<file path="config.mk">
export PLATFORM = sky130hd
export DESIGN_NAME = shifted_mask_filter
export DESIGN_NICKNAME = d
export VERILOG_FILES = /design/src/rtl/dnaf_pkg.sv /design/src/rtl/base_compare.sv /design/src/rtl/streak_amend.sv /design/src/rtl/pop_count.sv /design/src/rtl/shifted_mask_filter.sv
export SDC_FILE = /design/constraint.sdc
export NUM_CORES = 1
export LEC_CHECK = 0
export ABC_CLOCK_PERIOD_IN_PS = 3230
export CAP_MARGIN = 20
export CORE_MARGIN = 2
export CORE_UTILIZATION = 35
export DETAILED_ROUTE_END_ITERATION = 6
export DONT_BUFFER_PORTS = 1
export HOLD_SLACK_MARGIN = 0.02
export MAX_ROUTING_LAYER = met4
export SETUP_SLACK_MARGIN = 0.3
export SYNTH_ARGS = -nofsm -noshare
export SYNTH_HDL_FRONTEND = slang
export SYNTH_SLANG_ARGS = --single-unit
</file>
<file path="constraint.sdc">
create_clock -name clk -period 3.23 [get_ports clk]
set_clock_uncertainty 0.05 [all_clocks]
set_input_delay 0.323 -clock clk [delete_from_list [all_inputs] [get_ports clk]]
set_output_delay 0.323 -clock clk [all_outputs]
set_load 0.02 [all_outputs]
</file>
<file path="src/rtl/dnaf_pkg.sv">
package dnaf_pkg;
  // Direction in which the read is displaced against the reference
  typedef enum logic {
    SH_DEL = 1'b0,  // compare reference base i with read base i-s
    SH_INS = 1'b1   // compare reference base i with read base i+s
  } shift_dir_e;
endpackage

</file>
<file path="src/rtl/base_compare.sv">
module base_compare
  import dnaf_pkg::*;
#(
  parameter int         READ_LEN = 16,
  parameter int         SHIFT    = 0,
  parameter shift_dir_e DIR      = SH_DEL
) (
  input  logic [2*READ_LEN-1:0] read_i,
  input  logic [2*READ_LEN-1:0] ref_i,
  output logic [READ_LEN-1:0]   mask_o
);
  // One mask bit per base; bases without a partner count as matching
  for (genvar i = 0; i < READ_LEN; i++) begin : g_base
    if (DIR == SH_DEL && i >= SHIFT) begin : g_del
      assign mask_o[i] = |(ref_i[2*i +: 2] ^ read_i[2*(i-SHIFT) +: 2]);
    end else if (DIR == SH_INS && i + SHIFT < READ_LEN) begin : g_ins
      assign mask_o[i] = |(ref_i[2*i +: 2] ^ read_i[2*(i+SHIFT) +: 2]);
    end else begin : g_fill
      assign mask_o[i] = 1'b0;
    end
  end
endmodule

</file>
<file path="src/rtl/streak_amend.sv">
module streak_amend #(
  parameter int W = 16
) (
  input  logic [W-1:0] mask_i,
  output logic [W-1:0] mask_o
);
  // Pad with matches so that edge windows see no bounding mismatch
  logic [W+3:0] pad;
  assign pad = {2'b00, mask_i, 2'b00};

  for (genvar i = 0; i < W; i++) begin : g_bit
    if (i == 0 || i == W - 1) begin : g_edge
      assign mask_o[i] = mask_i[i];
    end else begin : g_mid
      logic m2, m1, p1, p2;  // neighbours at i-2, i-1, i+1, i+2
      assign m2 = pad[i];
      assign m1 = pad[i+1];
      assign p1 = pad[i+3];
      assign p2 = pad[i+4];
      assign mask_o[i] = mask_i[i]
                       | (m1 & p1)            // lone match
                       | (m1 & ~p1 & p2)      // first of a pair
                       | (m2 & ~m1 & p1);     // second of a pair
    end
  end
endmodule

</file>
<file path="src/rtl/pop_count.sv">
module pop_count #(
  parameter int W  = 16,
  parameter int CW = $clog2(W + 1)
) (
  input  logic [W-1:0]  bits_i,
  output logic [CW-1:0] cnt_o
);
  always_comb begin
    cnt_o = '0;
    for (int i = 0; i < W; i++) begin
      cnt_o = cnt_o + CW'(bits_i[i]);
    end
  end
endmodule

</file>
<file path="src/rtl/shifted_mask_filter.sv">
module shifted_mask_filter
  import dnaf_pkg::*;
#(
  parameter  int READ_LEN = 16,
  parameter  int MAX_E    = 4,
  parameter  int TAG_W    = 4,
  localparam int E_W      = $clog2(MAX_E + 1),
  localparam int CW       = $clog2(READ_LEN + 1)
) (
  input  logic                  clk,
  input  logic                  rst_n,
  input  logic                  in_valid,
  input  logic [TAG_W-1:0]      in_tag,
  input  logic [E_W-1:0]        in_e,
  input  logic [2*READ_LEN-1:0] in_read,
  input  logic [2*READ_LEN-1:0] in_ref,
  output logic                  out_valid,
  output logic [TAG_W-1:0]      out_tag,
  output logic                  out_accept,
  output logic                  out_subst,
  output logic [CW-1:0]         out_cnt
);
  // ---------------- reset release synchroniser ----------------
  logic [1:0] rsync_q;
  logic       srst_n;
  always_ff @(posedge clk or negedge rst_n) begin
    if (!rst_n) rsync_q <= 2'b00;
    else        rsync_q <= {rsync_q[0], 1'b1};
  end
  assign srst_n = rsync_q[1];

  // ---------------- budget clamp ----------------
  logic [E_W-1:0] e_eff;
  assign e_eff = (in_e > E_W'(MAX_E)) ? E_W'(MAX_E) : in_e;

  // ---------------- unshifted mask ----------------
  logic [READ_LEN-1:0] raw0, amd0;
  logic [CW-1:0]       ham_cnt;

  base_compare #(.READ_LEN(READ_LEN), .SHIFT(0), .DIR(SH_DEL)) u_cmp0 (
    .read_i(in_read), .ref_i(in_ref), .mask_o(raw0));
  streak_amend #(.W(READ_LEN)) u_amd0 (.mask_i(raw0), .mask_o(amd0));
  pop_count #(.W(READ_LEN), .CW(CW)) u_ham (.bits_i(raw0), .cnt_o(ham_cnt));

  // ---------------- displaced masks ----------------
  logic [READ_LEN-1:0] raw_del [1:MAX_E];
  logic [READ_LEN-1:0] raw_ins [1:MAX_E];
  logic [READ_LEN-1:0] amd_del [1:MAX_E];
  logic [READ_LEN-1:0] amd_ins [1:MAX_E];
  logic [READ_LEN-1:0] use_del [1:MAX_E];
  logic [READ_LEN-1:0] use_ins [1:MAX_E];

  for (genvar s = 1; s <= MAX_E; s++) begin : g_shift
    logic in_use;
    assign in_use = (E_W'(s) <= e_eff);

    base_compare #(.READ_LEN(READ_LEN), .SHIFT(s), .DIR(SH_DEL)) u_cmp_del (
      .read_i(in_read), .ref_i(in_ref), .mask_o(raw_del[s]));
    base_compare #(.READ_LEN(READ_LEN), .SHIFT(s), .DIR(SH_INS)) u_cmp_ins (
      .read_i(in_read), .ref_i(in_ref), .mask_o(raw_ins[s]));
    streak_amend #(.W(READ_LEN)) u_amd_del (.mask_i(raw_del[s]), .mask_o(amd_del[s]));
    streak_amend #(.W(READ_LEN)) u_amd_ins (.mask_i(raw_ins[s]), .mask_o(amd_ins[s]));

    assign use_del[s] = in_use ? amd_del[s] : '1;
    assign use_ins[s] = in_use ? amd_ins[s] : '1;

    // Amendment may only turn matches into mismatches
    p_amend_sets_r4: assert property (@(posedge clk) disable iff (!srst_n)
      ((amd_del[s] & raw_del[s]) == raw_del[s]) && ((amd_ins[s] & raw_ins[s]) == raw_ins[s]));
  end

  logic [READ_LEN-1:0] merged;
  always_comb begin
    merged = amd0;
    for (int s = 1; s <= MAX_E; s++) begin
      merged = merged & use_del[s] & use_ins[s];
    end
  end

  // ---------------- stage 1 ----------------
  logic                s1_valid_d, s1_valid_q;
  logic [TAG_W-1:0]    s1_tag_d,   s1_tag_q;
  logic [E_W-1:0]      s1_e_d,     s1_e_q;
  logic [READ_LEN-1:0] s1_mrg_d,   s1_mrg_q;
  logic [CW-1:0]       s1_ham_d,   s1_ham_q;

  always_comb begin
    s1_valid_d = in_valid;
    s1_tag_d   = s1_tag_q;
    s1_e_d     = s1_e_q;
    s1_mrg_d   = s1_mrg_q;
    s1_ham_d   = s1_ham_q;
    if (in_valid) begin
      s1_tag_d = in_tag;
      s1_e_d   = e_eff;
      s1_mrg_d = merged;
      s1_ham_d = ham_cnt;
    end
  end

  always_ff @(posedge clk or negedge srst_n) begin
    if (!srst_n) begin
      s1_valid_q <= 1'b0;
      s1_tag_q   <= '0;
      s1_e_q     <= '0;
      s1_mrg_q   <= '0;
      s1_ham_q   <= '0;
    end else begin
      s1_valid_q <= s1_valid_d;
      s1_tag_q   <= s1_tag_d;
      s1_e_q     <= s1_e_d;
      s1_mrg_q   <= s1_mrg_d;
      s1_ham_q   <= s1_ham_d;
    end
  end

  // ---------------- stage 2: count and decide ----------------
  logic [CW-1:0] mrg_cnt;
  pop_count #(.W(READ_LEN), .CW(CW)) u_mrg (.bits_i(s1_mrg_q), .cnt_o(mrg_cnt));

  logic            fast_ok, slow_ok;
  assign fast_ok = (s1_ham_q <= CW'(s1_e_q));
  assign slow_ok = (mrg_cnt  <= CW'(s1_e_q));

  logic             o_valid_d, o_acc_d, o_sub_d;
  logic [TAG_W-1:0] o_tag_d;
  logic [CW-1:0]    o_cnt_d;

  always_comb begin
    o_valid_d = s1_valid_q;
    o_tag_d   = out_tag;
    o_acc_d   = out_accept;
    o_sub_d   = out_subst;
    o_cnt_d   = out_cnt;
    if (s1_valid_q) begin
      o_tag_d = s1_tag_q;
      o_sub_d = fast_ok;
      o_acc_d = fast_ok | slow_ok;
      o_cnt_d = fast_ok ? s1_ham_q : mrg_cnt;
    end
  end

  always_ff @(posedge clk or negedge srst_n) begin
    if (!srst_n) begin
      out_valid  <= 1'b0;
      out_tag    <= '0;
      out_accept <= 1'b0;
      out_subst  <= 1'b0;
      out_cnt    <= '0;
    end else begin
      out_valid  <= o_valid_d;
      out_tag    <= o_tag_d;
      out_accept <= o_acc_d;
      out_subst  <= o_sub_d;
      out_cnt    <= o_cnt_d;
    end
  end

  // ---------------- checks ----------------
  p_subst_accept_r2: assert property (@(posedge clk) disable iff (!srst_n)
    (out_valid && out_subst) |-> (out_accept && (out_cnt <= CW'($past(s1_e_q)))));

  p_indel_decide_r7: assert property (@(posedge clk) disable iff (!srst_n)
    (out_valid && !out_subst) |-> (out_accept == (out_cnt <= CW'($past(s1_e_q)))));

  p_latency_r10: assert property (@(posedge clk) disable iff (!srst_n)
    out_valid == $past(in_valid, 2));

  p_budget_clamp_r8: assert property (@(posedge clk) disable iff (!srst_n)
    s1_valid_q |-> (s1_e_q <= E_W'(MAX_E)));
endmodule

</file>
==> qor.yml <==
outcome:
  status: "finished, violations left"
  violations: "negative setup slack"
worst_setup_path:
  crit_type: "flop to flop"
  worstPathArrival_ns: 4.74
  endpoint_kind: "flop"
  startpoint_type: "flop"
  reg2regPathDepth: 16
  required_ns: 3.38
  critPathMaxFanout: 2
timing:
  slew_violations: 0
  rsz0062_at_grt: "true"
  final.period_utilization_pct: 142
  max_slew.worst_pin.slew_ns: 0.894
  fmax_ghz: 0.218
  whs_ns: 0.0936
  hold_violations: 0
  period_needed_ns: 4.59
  fin_ws_ns: -1.36
  slew_headroom_pct: 40.4
  setup_violations: 11
  tns_ns: -7.18
floorplanning:
  die_area_um2: 22500
  design.core.area_um2: 21000
  die_w_um: 150
  placementRows: 53
  ios: 86
  initial_core_util_pct: 35.6
  die_y_um: 150
detailed_routing:
  via_per_inst: 5.55
  wl_um: 24800
  post_drt_wl_per_cell_um: 20.4
  drtIter0Drc: 617
  drtPass1Iterations: 5
  ant_nets: 0
  drc: 0
  vias: 6751
pwr:
  leakage_nw: 3.29
  power_per_cell_area_nw_per_um2: 621
  ir_worst_vdd_v: 0.000582
  power_mw: 4.89
layout:
  syn2layout_area_growth_pct: 5.57
  antenna_cells: 0
  mostFrequentLayoutCell: "xor2_1"
  final_cell_mix: "xor2_1, nor2_1, nand2_1, o21ai_0, xnor2_1"
  stdcell_area_um2: 7880
  final_nets: 1055
  drive_gt1_share_pct: 12.7
synth:
  seq_area_frac_synth_pct: 14.4
  synth-edff-count: 0
  ys_ff_latch: 43
  synth_area_leaders: "xor2_1, dfrtp_1, xnor2_1"
  syn-num-nets: 1072
  synth_largest_area_cell: "xor2_1"
  synth_flop_cell: "dfrtp_1"
  netlist_area_um2: 7460
  synthDistinctLibCells: 73
  async_flop_share_pct: 100
  syn_avg_cell_area_um2: 7.79
  yosysWarnings: 0
  synth_top_area_share_pct: 19.8
  synthCells: 958
global_route:
  grt_pass1_vias: 6716
  grt_use_total_pct: 22.8
  antenna_found_initial: 0
  grt_pass1_wl_um: 38700
  gr-total-overflow: 0
  grt_max_degree: 44
clock_network:
  clock_latency_ns: 0.28
  cts_buffers: 5
  cts_sinks: 43
  cts_tree: "yes"
  cts-root-buf: "clkbuf_16"
  clock_path_buffers: 2
  h-tree-depth: 2
  cts.reportedPaths.clkPinSlew_ns: 0.06
worst_hold_path:
  hp-class: "input port to flop"
  worstHoldPathCells: 1
place:
  place_ws_ns: -1.38
  place.gp.congestion: 0.954
  port-buffer-count: 0
  placed_area_um2: 7550
  dpl.hpwl_um: 19300
flow_run:
  maxCapViolCount: 0
[Yosys cell counts, drive strengths merged (10+ instances only)]
library cell,n
a21oi,35
a22oi,13
buf,62
dfrtp,43
fa,20
ha,20
inv,60
mux2,10
nand2,100
nand3,14
nor2,112
o21ai,87
o22ai,18
xnor2,62
xor2,178
[registers in the layout (all words and copies together) (netlist names)]
signal      flops
out_cnt         5
s1_ham_q        5
out_subst       1
s1_tag_q        4
s1_e_q          3
rsync_q         2
o_valid_d       1
out_accept      1
s1_mrg_q       16
out_valid       1
out_tag         4
[where the power goes]
group | total [mW] | switching (mW) | internal, mW
Combinational | 3.57 | 1.72 | 1.85
Clock | 0.524 | 0.195 | 0.329
Sequential | 0.800 | 0.134 | 0.666
[cells by family (layout without fill, tap and decap cells)]
kind of cell	Yosys count	after routing	synth area share, %
and+or+nand+nor	256	256	14.5
AOI/OAI and AO/OA	234	234	20.8
other	1	1	0.0503
muxes	12	12	1.78
buffers and inverters	132	116	10.6
adders and majority gates	40	40	8.72
xor gates and xnor gates	240	240	29.2
DFF	43	43	14.4
[area by class of cell]
type / instances / area (µm²)
fill: 2232 / 13100
multi-input combinational: 783 / 5710
sequential: 43 / 1080
timing repair buffer: 47 / 362
tap: 275 / 344
inverter: 61 / 229
clock buffer: 8 / 156
[repair_timing]
item / CTS / global route
hold endpoints to repair: 3 / 0
setup buffers: 4 / 3
gates resized for setup: 6 / 14
endpoints found under the setup margin: 11 / 11
hold buffers: 2 / 0
pin swaps: 12 / 11
[layer usage]
layer	routed length [µm]	part of all wire [%]	global-route usage [%]	vias to the layer above
li1	-	-	-	3140
met1	10700	43	30.0	3242
met2	11300	46	36.1	309
met3	2040	8.2	3.69	60
met4	718	2.9	6.32	0
met5	0	0	-	-
[critical path, stage by stage (launching register included)]
cell and delay, ns:
dfrtp_1 0.39, ha_1 0.29, inv_2 0.04, fa_1 0.50, fa_1 0.43, fa_1 0.51
fa_1 0.43, fa_2 0.38, fa_2 0.59, inv_2 0.05, ha_4 0.21, a21o_1 0.17
a21oi_2 0.13, a31oi_1 0.05, nor2_1 0.09, nand2_1 0.06, a31oi_1 0.15
[worst paths after layout]
kind | startpoint | endpoint | slack, ns
min reg2reg | rsync_q[0]$_DFF_PN0_ | rsync_q[1]$_DFF_PN0_ | 0.30
max reg2reg | s1_mrg_q[0]$_DFFE_PN0P_ | out_accept$_DFFE_PN0P_ | -1.36
min | in_valid | s1_ham_q[0]$_DFFE_PN0P_ | 0.09
max | s1_mrg_q[0]$_DFFE_PN0P_ | out_accept$_DFFE_PN0P_ | -1.36
max in group asynchronous | rsync_q[1]$_DFF_PN0_ | s1_ham_q[1]$_DFFE_PN0P_ | 2.22
min in group asynchronous | rst_n | rsync_q[0]$_DFF_PN0_ | 0.23
[metrics by stage]
| stage | util [%] | std cells |
|---|---|---|
| after floorplan | - | 958 |
| after global placement | 36.0 | 1200 |
| after detailed placement | 36.0 | 1200 |
| after CTS | 37.2 | 1214 |
| after global routing | 37.6 | 1217 |
| final | 37.6 | 1217 |
Note: power is estimated with default switching activity, not from simulation.
